$ cat config.mk
export PLATFORM = sky130hd
export DESIGN_NAME = scb_bank
export DESIGN_NICKNAME = d
export VERILOG_FILES = /design/src/rtl/scb_pkg.sv /design/src/rtl/scb_decode.sv /design/src/rtl/scb_update.sv /design/src/rtl/scb_slot.sv /design/src/rtl/scb_bank.sv
export SDC_FILE = /design/constraint.sdc
export NUM_CORES = 1
export LEC_CHECK = 0
export BUFFER_PORTS_ARGS = -buffer_cell sky130_fd_sc_hd__buf_4
export CORE_ASPECT_RATIO = 0.6
export CORE_MARGIN = 5
export CORE_UTILIZATION = 40
export CTS_CLUSTER_DIAMETER = 50
export DETAILED_ROUTE_END_ITERATION = 16
export PLACE_DENSITY = 0.66
export REMOVE_ABC_BUFFERS = 1
export SYNTH_ARGS = -nofsm -noshare
export SYNTH_HDL_FRONTEND = slang
export SYNTH_SLANG_ARGS = --single-unit
$ cat constraint.sdc
create_clock -name clk -period 4.28 [get_ports clk]
set_input_delay 0 -clock clk [delete_from_list [all_inputs] [get_ports clk]]
set_output_delay 0 -clock clk [all_outputs]
set_load 0.01 [all_outputs]
$ cat src/rtl/scb_pkg.sv
package scb_pkg;
  // Operation chosen by address bits [3:2]
  typedef enum logic [1:0] {
    OP_WRITE  = 2'b00,
    OP_SET    = 2'b01,
    OP_CLEAR  = 2'b10,
    OP_TOGGLE = 2'b11
  } scb_op_e;

  localparam logic [1:0] SIZE_WORD = 2'b10;
endpackage

$ cat src/rtl/scb_decode.sv
module scb_decode
  import scb_pkg::*;
#(
  parameter int NUM_REGS = 12,
  parameter int ADDR_W   = $clog2(NUM_REGS) + 4,
  parameter int IDX_W    = ADDR_W - 4
) (
  input  logic [ADDR_W-1:0] addr,
  input  logic [1:0]        size,
  output logic [IDX_W-1:0]  idx,
  output scb_op_e           op,
  output logic              ok
);
  logic shape_ok;
  logic in_range;

  always_comb begin
    idx      = addr[ADDR_W-1:4];
    op       = scb_op_e'(addr[3:2]);
    shape_ok = (addr[1:0] == 2'b00) && (size == SIZE_WORD);
    in_range = (int'(idx) < NUM_REGS);
    ok       = shape_ok && in_range;
  end
endmodule

$ cat src/rtl/scb_update.sv
module scb_update
  import scb_pkg::*;
#(
  parameter int DATA_W = 32
) (
  input  logic [DATA_W-1:0] cur,
  input  logic [DATA_W-1:0] wdata,
  input  scb_op_e           op,
  output logic [DATA_W-1:0] nxt
);
  always_comb begin
    unique case (op)
      OP_WRITE:  nxt = wdata;
      OP_SET:    nxt = cur | wdata;
      OP_CLEAR:  nxt = cur & ~wdata;
      OP_TOGGLE: nxt = cur ^ wdata;
      default:   nxt = cur;
    endcase
  end
endmodule

$ cat src/rtl/scb_slot.sv
module scb_slot #(
  parameter int DATA_W = 32
) (
  input  logic              clk,
  input  logic              rst,
  input  logic              we,
  input  logic [DATA_W-1:0] din,
  output logic [DATA_W-1:0] q
);
  always_ff @(posedge clk) begin
    if (rst)     q <= '0;
    else if (we) q <= din;
  end
endmodule

$ cat src/rtl/scb_bank.sv
module scb_bank
  import scb_pkg::*;
#(
  parameter int NUM_REGS = 12,
  parameter int DATA_W   = 32,
  localparam int IDX_W   = (NUM_REGS > 1) ? $clog2(NUM_REGS) : 1,
  localparam int ADDR_W  = IDX_W + 4
) (
  input  logic              clk,
  input  logic              rst,
  input  logic              req_valid,
  input  logic              req_write,
  input  logic [ADDR_W-1:0] req_addr,
  input  logic [1:0]        req_size,
  input  logic [DATA_W-1:0] req_wdata,
  output logic              rsp_valid,
  output logic              rsp_err,
  output logic [DATA_W-1:0] rsp_rdata
);
  logic [IDX_W-1:0]         idx;
  scb_op_e                  op;
  logic                     ok;
  logic [DATA_W-1:0]        cur;
  logic [DATA_W-1:0]        nxt;
  logic [DATA_W-1:0]        regs_q [NUM_REGS];
  logic [NUM_REGS*DATA_W-1:0] regs_flat;
  logic                     wr_ok;

  scb_decode #(.NUM_REGS(NUM_REGS), .ADDR_W(ADDR_W), .IDX_W(IDX_W)) u_dec (
    .addr (req_addr),
    .size (req_size),
    .idx  (idx),
    .op   (op),
    .ok   (ok)
  );

  // Read mux: and-or selection so an out-of-range index yields zero
  always_comb begin
    cur = '0;
    for (int i = 0; i < NUM_REGS; i++) begin
      if (idx == IDX_W'(i)) cur = regs_q[i];
    end
  end

  scb_update #(.DATA_W(DATA_W)) u_upd (
    .cur   (cur),
    .wdata (req_wdata),
    .op    (op),
    .nxt   (nxt)
  );

  assign wr_ok = req_valid && req_write && ok;

  for (genvar g = 0; g < NUM_REGS; g++) begin : g_slot
    scb_slot #(.DATA_W(DATA_W)) u_slot (
      .clk (clk),
      .rst (rst),
      .we  (wr_ok && (idx == IDX_W'(g))),
      .din (nxt),
      .q   (regs_q[g])
    );
    assign regs_flat[g*DATA_W +: DATA_W] = regs_q[g];
  end

  always_ff @(posedge clk) begin
    if (rst) begin
      rsp_valid <= 1'b0;
      rsp_err   <= 1'b0;
      rsp_rdata <= '0;
    end else begin
      rsp_valid <= req_valid;
      rsp_err   <= req_valid && !ok;
      rsp_rdata <= (req_valid && !req_write && ok) ? cur : '0;
    end
  end
endmodule

# Word level (Yosys, flattened, before mapping)
# Index checks and enable logic that the tools add are counted.
dict set report classes {
  reduce_logical 25
  n_eq_ne 15
  n_bitwise 5
  order_cmp 1
  muxes 13
}
# op count
set ops {}
lappend ops {{2-to-1 mux 32 bit} 12}
lappend ops {{one-hot mux 32 bit (4 select lines)} 1}
lappend ops {{AND 32 bit} 1}
lappend ops {{NOT 32 bit} 1}
lappend ops {{bitwise OR 32 bit} 1}
lappend ops {{bitwise XOR 32 bit} 1}
lappend ops {{logical AND 1 bit} 19}
lappend ops {{== test 4 x 3 -> 1 bit (second input constant)} 4}
lappend ops {{== test 4 bit (second input constant)} 4}
lappend ops {{== test 4 x 2 -> 1 bit (second input constant)} 2}
lappend ops {{== test 2 bit (second input constant)} 3}
lappend ops {{== test 4 x 1 -> 1 bit (second input constant)} 1}
lappend ops {{zero test 2 bit} 2}
lappend ops {{zero test 4 bit} 1}
lappend ops {{< comparator 4 bit (second input constant)} 1}
lappend ops {{== test 2 x 1 -> 1 bit (second input constant)} 1}
lappend ops {{zero test 1 bit} 2}
lappend ops {{OR reduction 2 bit} 1}
lappend ops {{NOT 1 bit} 1}
dict set report totals {
  wordCells 74
  out_inout_bits 34
  input_bits 46
  reg_bits 418
}

# Logic depth before layout (Yosys ltp)
# Gate-level depths: netlist of the first run.
dict set report logic_depth {
  depth_word 15
  mapped_depth 15
  depth_no_buf 11
}

# By module
# Synthesis of the first run repeated with hierarchy kept, for this count alone.
dict set report hier_totals {
  hier_cells 2136
  area_unflattened_um2 21259.1
}
# module seq_area_each_um2 area_per_inst_um2 n_inst cells_per_inst
set by_module_without_submodules {}
lappend by_module_without_submodules {scb_slot 640.6 1163.6 12 103}
lappend by_module_without_submodules {scb_bank 680.7 5238.8 1 692}
lappend by_module_without_submodules {scb_update 0.0 1996.9 1 200}
lappend by_module_without_submodules {scb_decode 0.0 60.1 1 8}

# Worst setup path before layout of the first run
# Ideal clock, no wire load.
dict set report synth_path {
  kind {register to register}
  start {reg g_slot[0].u_slot.q[8]}
  end {reg g_slot[8].u_slot.q[8]}
  period_less_slack_ps 2644
  t_required_ps 4215
  setup_slack_ps 1636
  path_buffers 1
  t_arrival_ps 2579
  path_stages_with_launch 12
  cell_sequence {dfxtp_1 > nor3_1 > a221oi_1 > a221o_1 > a2111oi_1 > nor2_1 > ha_1 > mux4_2 > clkbuf_1 > nor2_1 > a21oi_1 > nor2_1}
}
dict set report synth_between {
  elab_chain_len 14
  elab_cells_between_ends 16
}
# element line
set synth_lines {}
lappend synth_lines {{from (decl)} scb_slot.sv:8} ;# output logic [DATA_W-1:0] q
lappend synth_lines {{from (signal assigned)} scb_slot.sv:12} ;# else if (we) q <= din;
lappend synth_lines {{2-to-1 mux 32 bit * (12 in series)} scb_bank.sv:41} ;# if (idx == IDX_W'(i)) cur = regs_q[i];
lappend synth_lines {{via cur[8]} scb_bank.sv:23} ;# logic [DATA_W-1:0] cur;
lappend synth_lines {{bitwise XOR 32 bit (tied with other cells)} scb_update.sv:16} ;# OP_TOGGLE: nxt = cur ^ wdata;
lappend synth_lines {{one-hot mux 32 bit (4 select lines) *} scb_update.sv:12} ;# unique case (op)
lappend synth_lines {{to (signal assigned)} scb_slot.sv:12}
lappend synth_lines {{to (decl)} scb_slot.sv:8}
# The timed path passes the listed nets; every way through them passes the cells marked *.
# A chain may end at the register's enable or synchronous reset.

# Final worst setup path of the first run
dict set report layout_path {
  start {in req_addr[6]}
  end {reg g_slot[7].u_slot.q[28]}
}
dict set report layout_between {
  elab_chain_len 15
  elab_cells_between_ends 32
}
# element line
set layout_lines {}
lappend layout_lines {{from (decl)} scb_bank.sv:13} ;# input logic [ADDR_W-1:0] req_addr,
lappend layout_lines {{zero test 4 bit} scb_bank.sv:41}
lappend layout_lines {{2-to-1 mux 32 bit (11 in series)} scb_bank.sv:41}
lappend layout_lines {{2-to-1 mux 32 bit *} scb_bank.sv:41}
lappend layout_lines {{via cur[28]} scb_bank.sv:23}
lappend layout_lines {{bitwise XOR 32 bit (tied with other cells)} scb_update.sv:16}
lappend layout_lines {{one-hot mux 32 bit (4 select lines) *} scb_update.sv:12}
lappend layout_lines {{to (signal assigned)} scb_slot.sv:12}
lappend layout_lines {{to (decl)} scb_slot.sv:8}
# Marked as above.

==> results.cfg, run 1 <==
[clock_tree]
cts_resized = 0
cts.clk_slew.worst_paths_ps = 70
htree_levels = 2
hold_buffers = 2
cts_setup_buffers = 0
clk_latency_ps = 560
cts_sinks = 418
cts_made_buffers = 41
clk_path_buf_depth = 3
cts-root-buf = clkbuf_16
cts_tree = built

[die]
start_util_pct = 40.7
die_h_um = 184
rows = 63
core-area_mm2 = 0.0497
ioPinCount = 80
die_area_mm2 = 0.0552
die_width_um = 300

[finish]
fin_area_mm2 = 0.0226
final_layout_size_suffix_gt1_share_pct = 12.1
num-nets-final = 2540
mostFrequentLayoutCell = nor2_1
final_cell_mix = nor2_1, dfxtp_1, a211oi_1
syn2layout_area_growth_pct = 12.0
fin_util_pct = 45.5

[synth]
synth_top_area_share_pct = 41.5
synth_cell_types = 70
synth_area_mm2 = 0.0202
yosysWarnings = 0
muxShareOfSynthArea_pct = 5.16
synth_compound_gate_area_share_pct = 23.6
ys_ff_latch = 418
synth_area_leader_cell = dfxtp_1
synth_flop_cell = dfxtp_1
synth_edf_count = 0
syn-instance-count = 2476
synth-adder-area-share_pct = 3.97
synth.avg_cell_area_um2 = 8.15
netlist_top_cells_area = dfxtp_1, nor2_1, a211oi_1
synth_xor_area_share_pct = 0
synthSimpleGateAreaFrac_pct = 19.1
async_flop_share_pct = 0
yosysSeqAreaShare_pct = 41.5
synth_top_family_by_area = compound AO/OA/AOI/OAI gates

[route]
wl_per_cell_um = 21.0
drt-initial-drc-count = 1987
totalWireLength_um = 65400
dr.pass1.iters = 5
via_per_inst = 5.90
ant_nets = 0
post-route-drc-count = 0
vias = 18400

[critical_path]
crit_chain = buf_4, nor2b_2, o21ai_0, a2111oi_0, buf_4, nor2b_1, ha_1, a21oi_1, a21oi_1, a211oi_1
cp_max_fo = 43
critPathMaxStageDelay_ps = 830
cp_top_family = compound AO/OA/AOI/OAI gates
endpoint_kind = register
criticalPathCategory = in -> reg
start_kind = primary input
crit_required_ps = 4660
cp.buffers_inverters = 2
cp.arrival_ps = 3600
crit_slowest_cell = a21oi_1

[timing]
period_share_pct = 75.2
fmax_mhz = 311
final_hold_viol_count = 0
rsz0062_at_grt = false
final.setup.tns_ps = 0
clock_skew_ps = 15.4
setup_viol = 0
finalCriticalPeriod_ps = 3220
relSlewSlack_pct = 16.7
tightest_slew_ps = 1250
slew_viol_final = 0

[placement]
placed_area_mm2 = 0.0212
globalplace.congestion = 0.872
dpl.hpwl_um = 41600
port_buffers = 79

[grt]
grt_pass1_vias = 17000
grt_max_degree = 101
grt-ovfl-total = 0
grt_usage_pct = 22.6
antenna_found_initial = 0
grt_pass1_wl_um = 99300

[flow_run]
maxCapViolations = 0

[outcome]
run_status = finished clean

[power]
power_frac_seq_pct = 46.4
irDropWorstVdd_v = 0.000269
sw_frac_of_total_pct = 25.8
p_leak_nw = 8.03
p_clk_share_pct = 44.4
p_int_w = 0.00623
p_switching_w = 0.00216
p_per_area_mw_per_mm2 = 371
comb_power_share_pct = 9.2

[hold_path]
holdCritPathClass = in -> reg
power groups by stage:
| stage | registers (W) | logic [W] | clock network [W] |
|---|---|---|---|
| finish | 0.00389 | 0.000770 | 0.00373 |
| global route | 0.00389 | 0.000822 | 0.00393 |
| CTS | 0.00389 | 0.000754 | 0.00377 |
| detailed placement | 0.00398 | 0.000749 | 0 |
| global placement | 0.00398 | 0.000731 | 0 |
| floorplan | 0.00398 | 0.000352 | 0 |
through the flow:
stage | instances | setup slack [ps] | hold slack (ps) | total power [W]
finish | 3112 | 1060 | 77.1 | 0.00839
floorplan | 2225 | 669 | 72.4 | 0.00433
global route | 3111 | 784 | 124 | 0.00865
CTS | 3111 | 1070 | 72.9 | 0.00842
detailed placement | 3035 | 622 | 361 | 0.00473
global placement | 3035 | 788 | 340 | 0.00471
routing by layer:
| layer | part of all wire (%) | vias to the layer above | track usage (%) |
|---|---|---|---|
| met4 | 2.5 | 0 | 5.98 |
| met3 | 9.4 | 127 | 3.98 |
| met5 | 0 | - | 0 |
| li1 | - | 8592 | - |
| met1 | 45 | 8746 | 32.8 |
| met2 | 43 | 887 | 34.8 |
kinds of logic (layout without fill, tap and decap cells):
group                    after synthesis  count (layout)
multiplexers                          80              80
buffers and inverters                319             304
AO/OA/AOI/OAI                        740             740
flip-flops                           418             418
AND/OR/NAND/NOR                      855             855
adder cells (fa/ha/maj)               64              64
other                                  0               1
worst reg2reg max path: cells and delay by family (launching register included):
kind,cells,cell delay (ps)
buf+inv,1,210
compound gates,6,1830
flops,1,310
simple gates,2,410
fa+ha+maj,1,270
worst paths after layout:
kind	start	endpoint	slack [ps]	depth (start not counted)
hold / removal	req_addr[1]	g_slot[0].u_slot.q[6]	80	6
setup / recovery	req_addr[6]	g_slot[7].u_slot.q[28]	1060	10
setup reg to reg	g_slot[0].u_slot.q[28]	g_slot[7].u_slot.q[28]	1080	10
hold reg to reg	g_slot[10].u_slot.q[6]	g_slot[10].u_slot.q[6]	480	2
cells in the mapped netlist, types with 6 or more instances:
cell type / n
a211oi_1: 279
a21oi_1: 244
a221oi_1: 11
a22oi_1: 27
and2_1: 9
buf_2: 68
buf_4: 17
clkbuf_1: 161
dfxtp_1: 418
ha_1: 64
inv_1: 68
mux2_2: 12
mux2i_1: 50
mux4_2: 18
nand2_1: 31
nand2b_1: 23
nand3_1: 17
nand3b_1: 6
nand4_1: 12
nor2_1: 628
nor2b_1: 29
nor3_1: 25
nor4b_1: 7
o2111ai_1: 7
o21ai_0: 107
o221ai_1: 8
o22ai_1: 8
o2bb2ai_1: 8
or2_2: 13
or3_1: 16
flip-flops by register name, summed over array words and instances, names as in the netlist:
signal / flops
rsp_rdata: 32
rsp_valid: 1
g_slot.u_slot.q: 384
rsp_err: 1
area by class of cell:
| class | instances | area, µm² |
|---|---|---|
| fillers | 4787 | 27100 |
| multi-input cells | 1739 | 10500 |
| flip-flops and latches | 418 | 8370 |
| repair buffers | 162 | 1290 |
| clock buffers | 58 | 1220 |
| well taps | 650 | 813 |
| inverters | 68 | 255 |
| clock inverters | 16 | 144 |
| diodes | 1 | 2.50 |
Power figures use the tool's default switching activity.
==> run 2, diff against run 1 <==
==> constraint.sdc (replaced) <==
create_clock -name clk -period 3.1 [get_ports clk]
set_input_delay 0 -clock clk [delete_from_list [all_inputs] [get_ports clk]]
set_output_delay 0 -clock clk [all_outputs]
set_load 0.01 [all_outputs]
==> run 2 against run 1 <==
  * Hold slack better by 50 ps
  * Routed wire length down 1.4%
  * Clock-buffer cell count up 2
  * First-iteration DRC count down 11%
  * Via count down 1.1%
  * Largest cell class unchanged
  * Largest power group is now the clock network
==> results.cfg, run 2 (synthesis results as in run 1) <==
[timing]
final_hold_viol_count = 0
rsz0062_at_grt = false
final.setup.tns_ps = 0
relSlewSlack_pct = 11.4
fmax_mhz = 346
setup_ws_ps = 208
setup_viol = 0
clock_skew_ps = 15.6
period_share_pct = 93.3
tightest_slew_ps = 1330
slew_viol_final = 0
finalCriticalPeriod_ps = 2890

[placement]
dpl.hpwl_um = 41300
port_buffers = 79
placed_area_mm2 = 0.0217
globalplace.congestion = 0.859
place_ws_ps = -84.7

[clock_tree]
cts_sinks = 418
clk_path_buf_depth = 3
cts_tree = built
cts_made_buffers = 41
clk_latency_ps = 560
htree_levels = 2
cts.clk_slew.worst_paths_ps = 70
cts-root-buf = clkbuf_16

[die]
die_width_um = 300
die_area_mm2 = 0.0552
start_util_pct = 40.7
core-area_mm2 = 0.0497
ioPinCount = 80
die_h_um = 184
rows = 63

[route]
vias = 18100
post-route-drc-count = 0
via_per_inst = 5.75
drt-initial-drc-count = 1762
dr.pass1.iters = 5
ant_nets = 0
wl_per_cell_um = 20.4
totalWireLength_um = 64400

[grt]
grt_max_degree = 195
grt_pass1_wl_um = 99500
grt_usage_pct = 22.7
grt_pass1_vias = 17100
antenna_found_initial = 0
grt-ovfl-total = 0

[critical_path]
cp_max_fo = 12
endpoint_kind = register
criticalPathCategory = reg -> reg
cp.arrival_ps = 3350
start_kind = register
crit_required_ps = 3560

[hold_path]
holdCritPathClass = in -> reg

[power]
total_power_w = 0.0119
irDropWorstVdd_v = 0.000417
p_leak_nw = 8.31
p_per_area_mw_per_mm2 = 513

[finish]
num-nets-final = 2582
reg_top3 = g_slot.u_slot.q: 384 flops, rsp_rdata: 32 flops
largest_reg_flops = 384
diodes = 0
syn2layout_area_growth_pct = 14.8
final_layout_size_suffix_gt1_share_pct = 13.5
fillers = 4719
mostFrequentLayoutCell = nor2_1
final_cell_mix = nor2_1, dfxtp_1, a211oi_1
largest_register = g_slot.u_slot.q
fin_util_pct = 46.7
fin_area_mm2 = 0.0232

[outcome]
run_status = finished clean

[flow_run]
maxCapViolations = 0
==> run 2: metal layers <==
layer  vias up  global-route usage (%)  share of wire (%)
met5         -                       0                  0
li1       8682                       -                  -
met3       112                    5.13                9.6
met1      8644                    32.6                 46
met2       706                    34.8                 43
met4         0                    5.31                2.2
==> run 2: power by group <==
part,internal [W],switching (W),total [W]
clock,0.00316,0.00223,0.00539
sequential,0.00537,0.00000264,0.00538
combinational,0.000361,0.000759,0.00112
total,0.00890,0.00299,0.0119
==> run 2: critical path, cell delays in order, from the launching register on <==
cell and delay [ps]:
dfxtp_1 310, or3_1 350, o21ai_0 70, o21ai_0 100
a2111oi_0 630, buf_4 250, nor2b_1 50, ha_1 270
a21oi_1 160, a21oi_1 130, buf_12 220, a211oi_1 250
==> run 2: final cells by class <==
type                    count  area, µm²  area share, %
flip-flops and latches    418       8370           36.1
clock buffers              60       1220           5.26
well taps                 650        813           3.51
inverters                  68        255           1.10
clock inverters            15        216          0.934
multi-input cells        1739      10500           45.4
repair buffers            204       1790           7.73
==> run 2: final timing paths <==
kind / cells after the start / to / slack [ps] / from
max: 11 / g_slot[3].u_slot.q[28] / 210 / g_slot[0].u_slot.q[28]
min: 4 / rsp_rdata[9] / 130 / req_addr[4]
max reg2reg: 11 / g_slot[3].u_slot.q[28] / 210 / g_slot[0].u_slot.q[28]
min reg2reg: 2 / g_slot[4].u_slot.q[18] / 480 / g_slot[4].u_slot.q[18]
==> run 2: per-stage QoR <==
stage	cells	hold slack [ps]
2_1_floorplan	2225	72.4
3_3_place_gp	3076	325
3_5_place_dp	3076	324
4_1_cts	3154	86.3
5_1_grt	3154	154
6_report	3154	128
==> run 2: timing repair <==
action                                 4_1_cts  5_1_grt
buffers inserted                             0        0
hold buffers                                 3        0
gates resized for setup                      0        1
endpoints found under the hold margin       67        0
setup endpoints to repair                    0        4
==> run 3, diff against run 2 <==
--- a/config.mk
+++ b/config.mk
@@ -8,10 +8,10 @@
 export BUFFER_PORTS_ARGS = -buffer_cell sky130_fd_sc_hd__buf_4
 export CORE_ASPECT_RATIO = 0.6
 export CORE_MARGIN = 5
-export CORE_UTILIZATION = 40
+export CORE_UTILIZATION = 60
 export CTS_CLUSTER_DIAMETER = 50
 export DETAILED_ROUTE_END_ITERATION = 16
-export PLACE_DENSITY = 0.66
+export PLACE_DENSITY = 0.88
 export REMOVE_ABC_BUFFERS = 1
 export SYNTH_ARGS = -nofsm -noshare
 export SYNTH_HDL_FRONTEND = slang
==> run 3 against run 2 <==
  * Sequential share of layout area is 0.56 points higher
  * Largest power group is now sequential cells
  * First-iteration DRC count rose by 40%
  * Highest routed layer is now met5
  * Via count rose by 5.2%
  * Utilization rose by 22 points
  * Register-to-register slack hardly changed
  * Clock-buffer cell count did not move
  * Critical endpoint is now g_slot[10].u_slot.q[8]
  * Hold slack got worse by 120 ps
  * Non-clock buffer count grew 5
  * Sequential power hardly changed
==> results.cfg, run 3 (synthesis results as in run 1) <==
[timing]
tightest_slew_ps = 1100
rsz0062_at_grt = false
period_share_pct = 93.4
finalCriticalPeriod_ps = 2900
relSlewSlack_pct = 26.8
final.setup.tns_ps = 0
setup_viol = 0
clock_skew_ps = 17.1
slew_viol_final = 0
final_hold_viol_count = 0
fmax_mhz = 345

[finish]
fin_cells = 2962
multi_input_area_mm2 = 0.0105
seqCellArea_mm2 = 0.00837
reg_top3 = g_slot.u_slot.q: 384 flops, rsp_rdata: 32 flops
final_layout_size_suffix_gt1_share_pct = 13.9
fin_area_mm2 = 0.0228
largest_register = g_slot.u_slot.q
fillers = 2582
final_cell_mix = nor2_1, dfxtp_1, a211oi_1
fin_util_pct = 68.3
mostFrequentLayoutCell = nor2_1
num-nets-final = 2585
syn2layout_area_growth_pct = 13.1
diodes = 0
largest_reg_flops = 384

[critical_path]
start_kind = register
crit_required_ps = 3560
cp.arrival_ps = 3360
criticalPathCategory = reg -> reg
r2r_cells = 10
cp_max_fo = 12
endpoint_kind = register

[clock_tree]
cts_tree = built
cts_sinks = 418
cts.clk_slew.worst_paths_ps = 60
clk_path_buf_depth = 3
cts_setup_buffers = 0
clk_latency_ps = 540
cts_made_buffers = 39
cts-root-buf = clkbuf_16
htree_levels = 2

[power]
power_frac_seq_pct = 46.1
p_per_area_mw_per_mm2 = 510
p_leak_nw = 8.29
sw_frac_of_total_pct = 24.8
p_int_w = 0.00876
p_clk_share_pct = 44.3
irDropWorstVdd_v = 0.000456
comb_power_share_pct = 9.6
p_switching_w = 0.00289

[route]
via_per_inst = 6.44
post-route-drc-count = 0
totalWireLength_um = 62500
dr.pass1.iters = 6
ant_nets = 0
drt-initial-drc-count = 2459
vias = 19100
wl_per_cell_um = 21.1

[die]
die_width_um = 247
core-area_mm2 = 0.0334
start_util_pct = 60.4
die_area_mm2 = 0.0375
ioPinCount = 80
rows = 52
die_h_um = 152

[placement]
globalplace.congestion = 0.919
port_buffers = 79
placed_area_mm2 = 0.0214
placed_cells = 2891
dpl.hpwl_um = 40100

[hold_path]
whs_path_depth = 4
holdCritPathClass = in -> reg

[grt]
grt_pass1_vias = 18500
grt_usage_pct = 31.9
grt-ovfl-total = 0
grt_pass1_wl_um = 98200
grt_max_degree = 181
antenna_found_initial = 2

[outcome]
run_status = finished clean

[flow_run]
maxCapViolations = 0
## run 3: worst paths after layout
| kind | to | slack, ps | from |
|---|---|---|---|
| worst max-delay path | g_slot[10].u_slot.q[8] | 200 | g_slot[0].u_slot.q[8] |
| worst min-delay path | rsp_err | 10 | req_addr[1] |
| worst max register to register | g_slot[10].u_slot.q[8] | 200 | g_slot[0].u_slot.q[8] |
| worst min register to register | g_slot[1].u_slot.q[1] | 480 | g_slot[1].u_slot.q[1] |
## run 3: repair_timing
action | CTS | global route
hold buffers | 2 | 0
resized for setup | 0 | 7
setup endpoints to repair | 0 | 66
hold endpoints to repair | 47 | 0
## run 3: per-stage QoR
stage | hold WS [ps] | total power [W] | setup WS [ps]
floorplan | 72.4 | 0.00598 | -511
global placement | 330 | 0.00652 | -68.8
detailed placement | 330 | 0.00656 | -122
CTS | 9.19 | 0.0116 | 46.5
global route | 21.2 | 0.0120 | 37.4
finish | 9.77 | 0.0117 | 203
## run 3: area by class of cell
class | instances | area share (%)
clock buffer | 60 | 5.46
clock inverter | 9 | 0.581
inverter | 68 | 1.12
multi-input combinational | 1739 | 46.2
sequential | 418 | 36.7
tap | 459 | 2.52
timing repair buffer | 209 | 7.51
## run 3: power by group through the flow
stage	logic, W	registers (W)	clock network (W)
final	0.00111	0.00538	0.00516
after global routing	0.00118	0.00537	0.00542
after CTS	0.00107	0.00538	0.00518
after detailed placement	0.00106	0.00550	0
after global placement	0.00102	0.00550	0
after floorplan	0.000485	0.00550	0
## run 3: per-layer routing
layer	GRT usage (%)	up-vias	part of all wire, %
met5	0	-	0.043
met4	12.6	4	3.9
met3	6.93	241	12
met2	49.5	1218	44
met1	43.7	8921	40
li1	-	8699	-
## run 3: worst max-delay path: stages, from the launching register on
cell and delay (ps):
dfxtp_1 310, nor3_1 200, a221oi_1 80, a221o_1 340, a2111oi_2 540, nor2_1 100
ha_1 280, mux4_2 630, nor2_1 170, a21oi_1 60, nor2_1 100
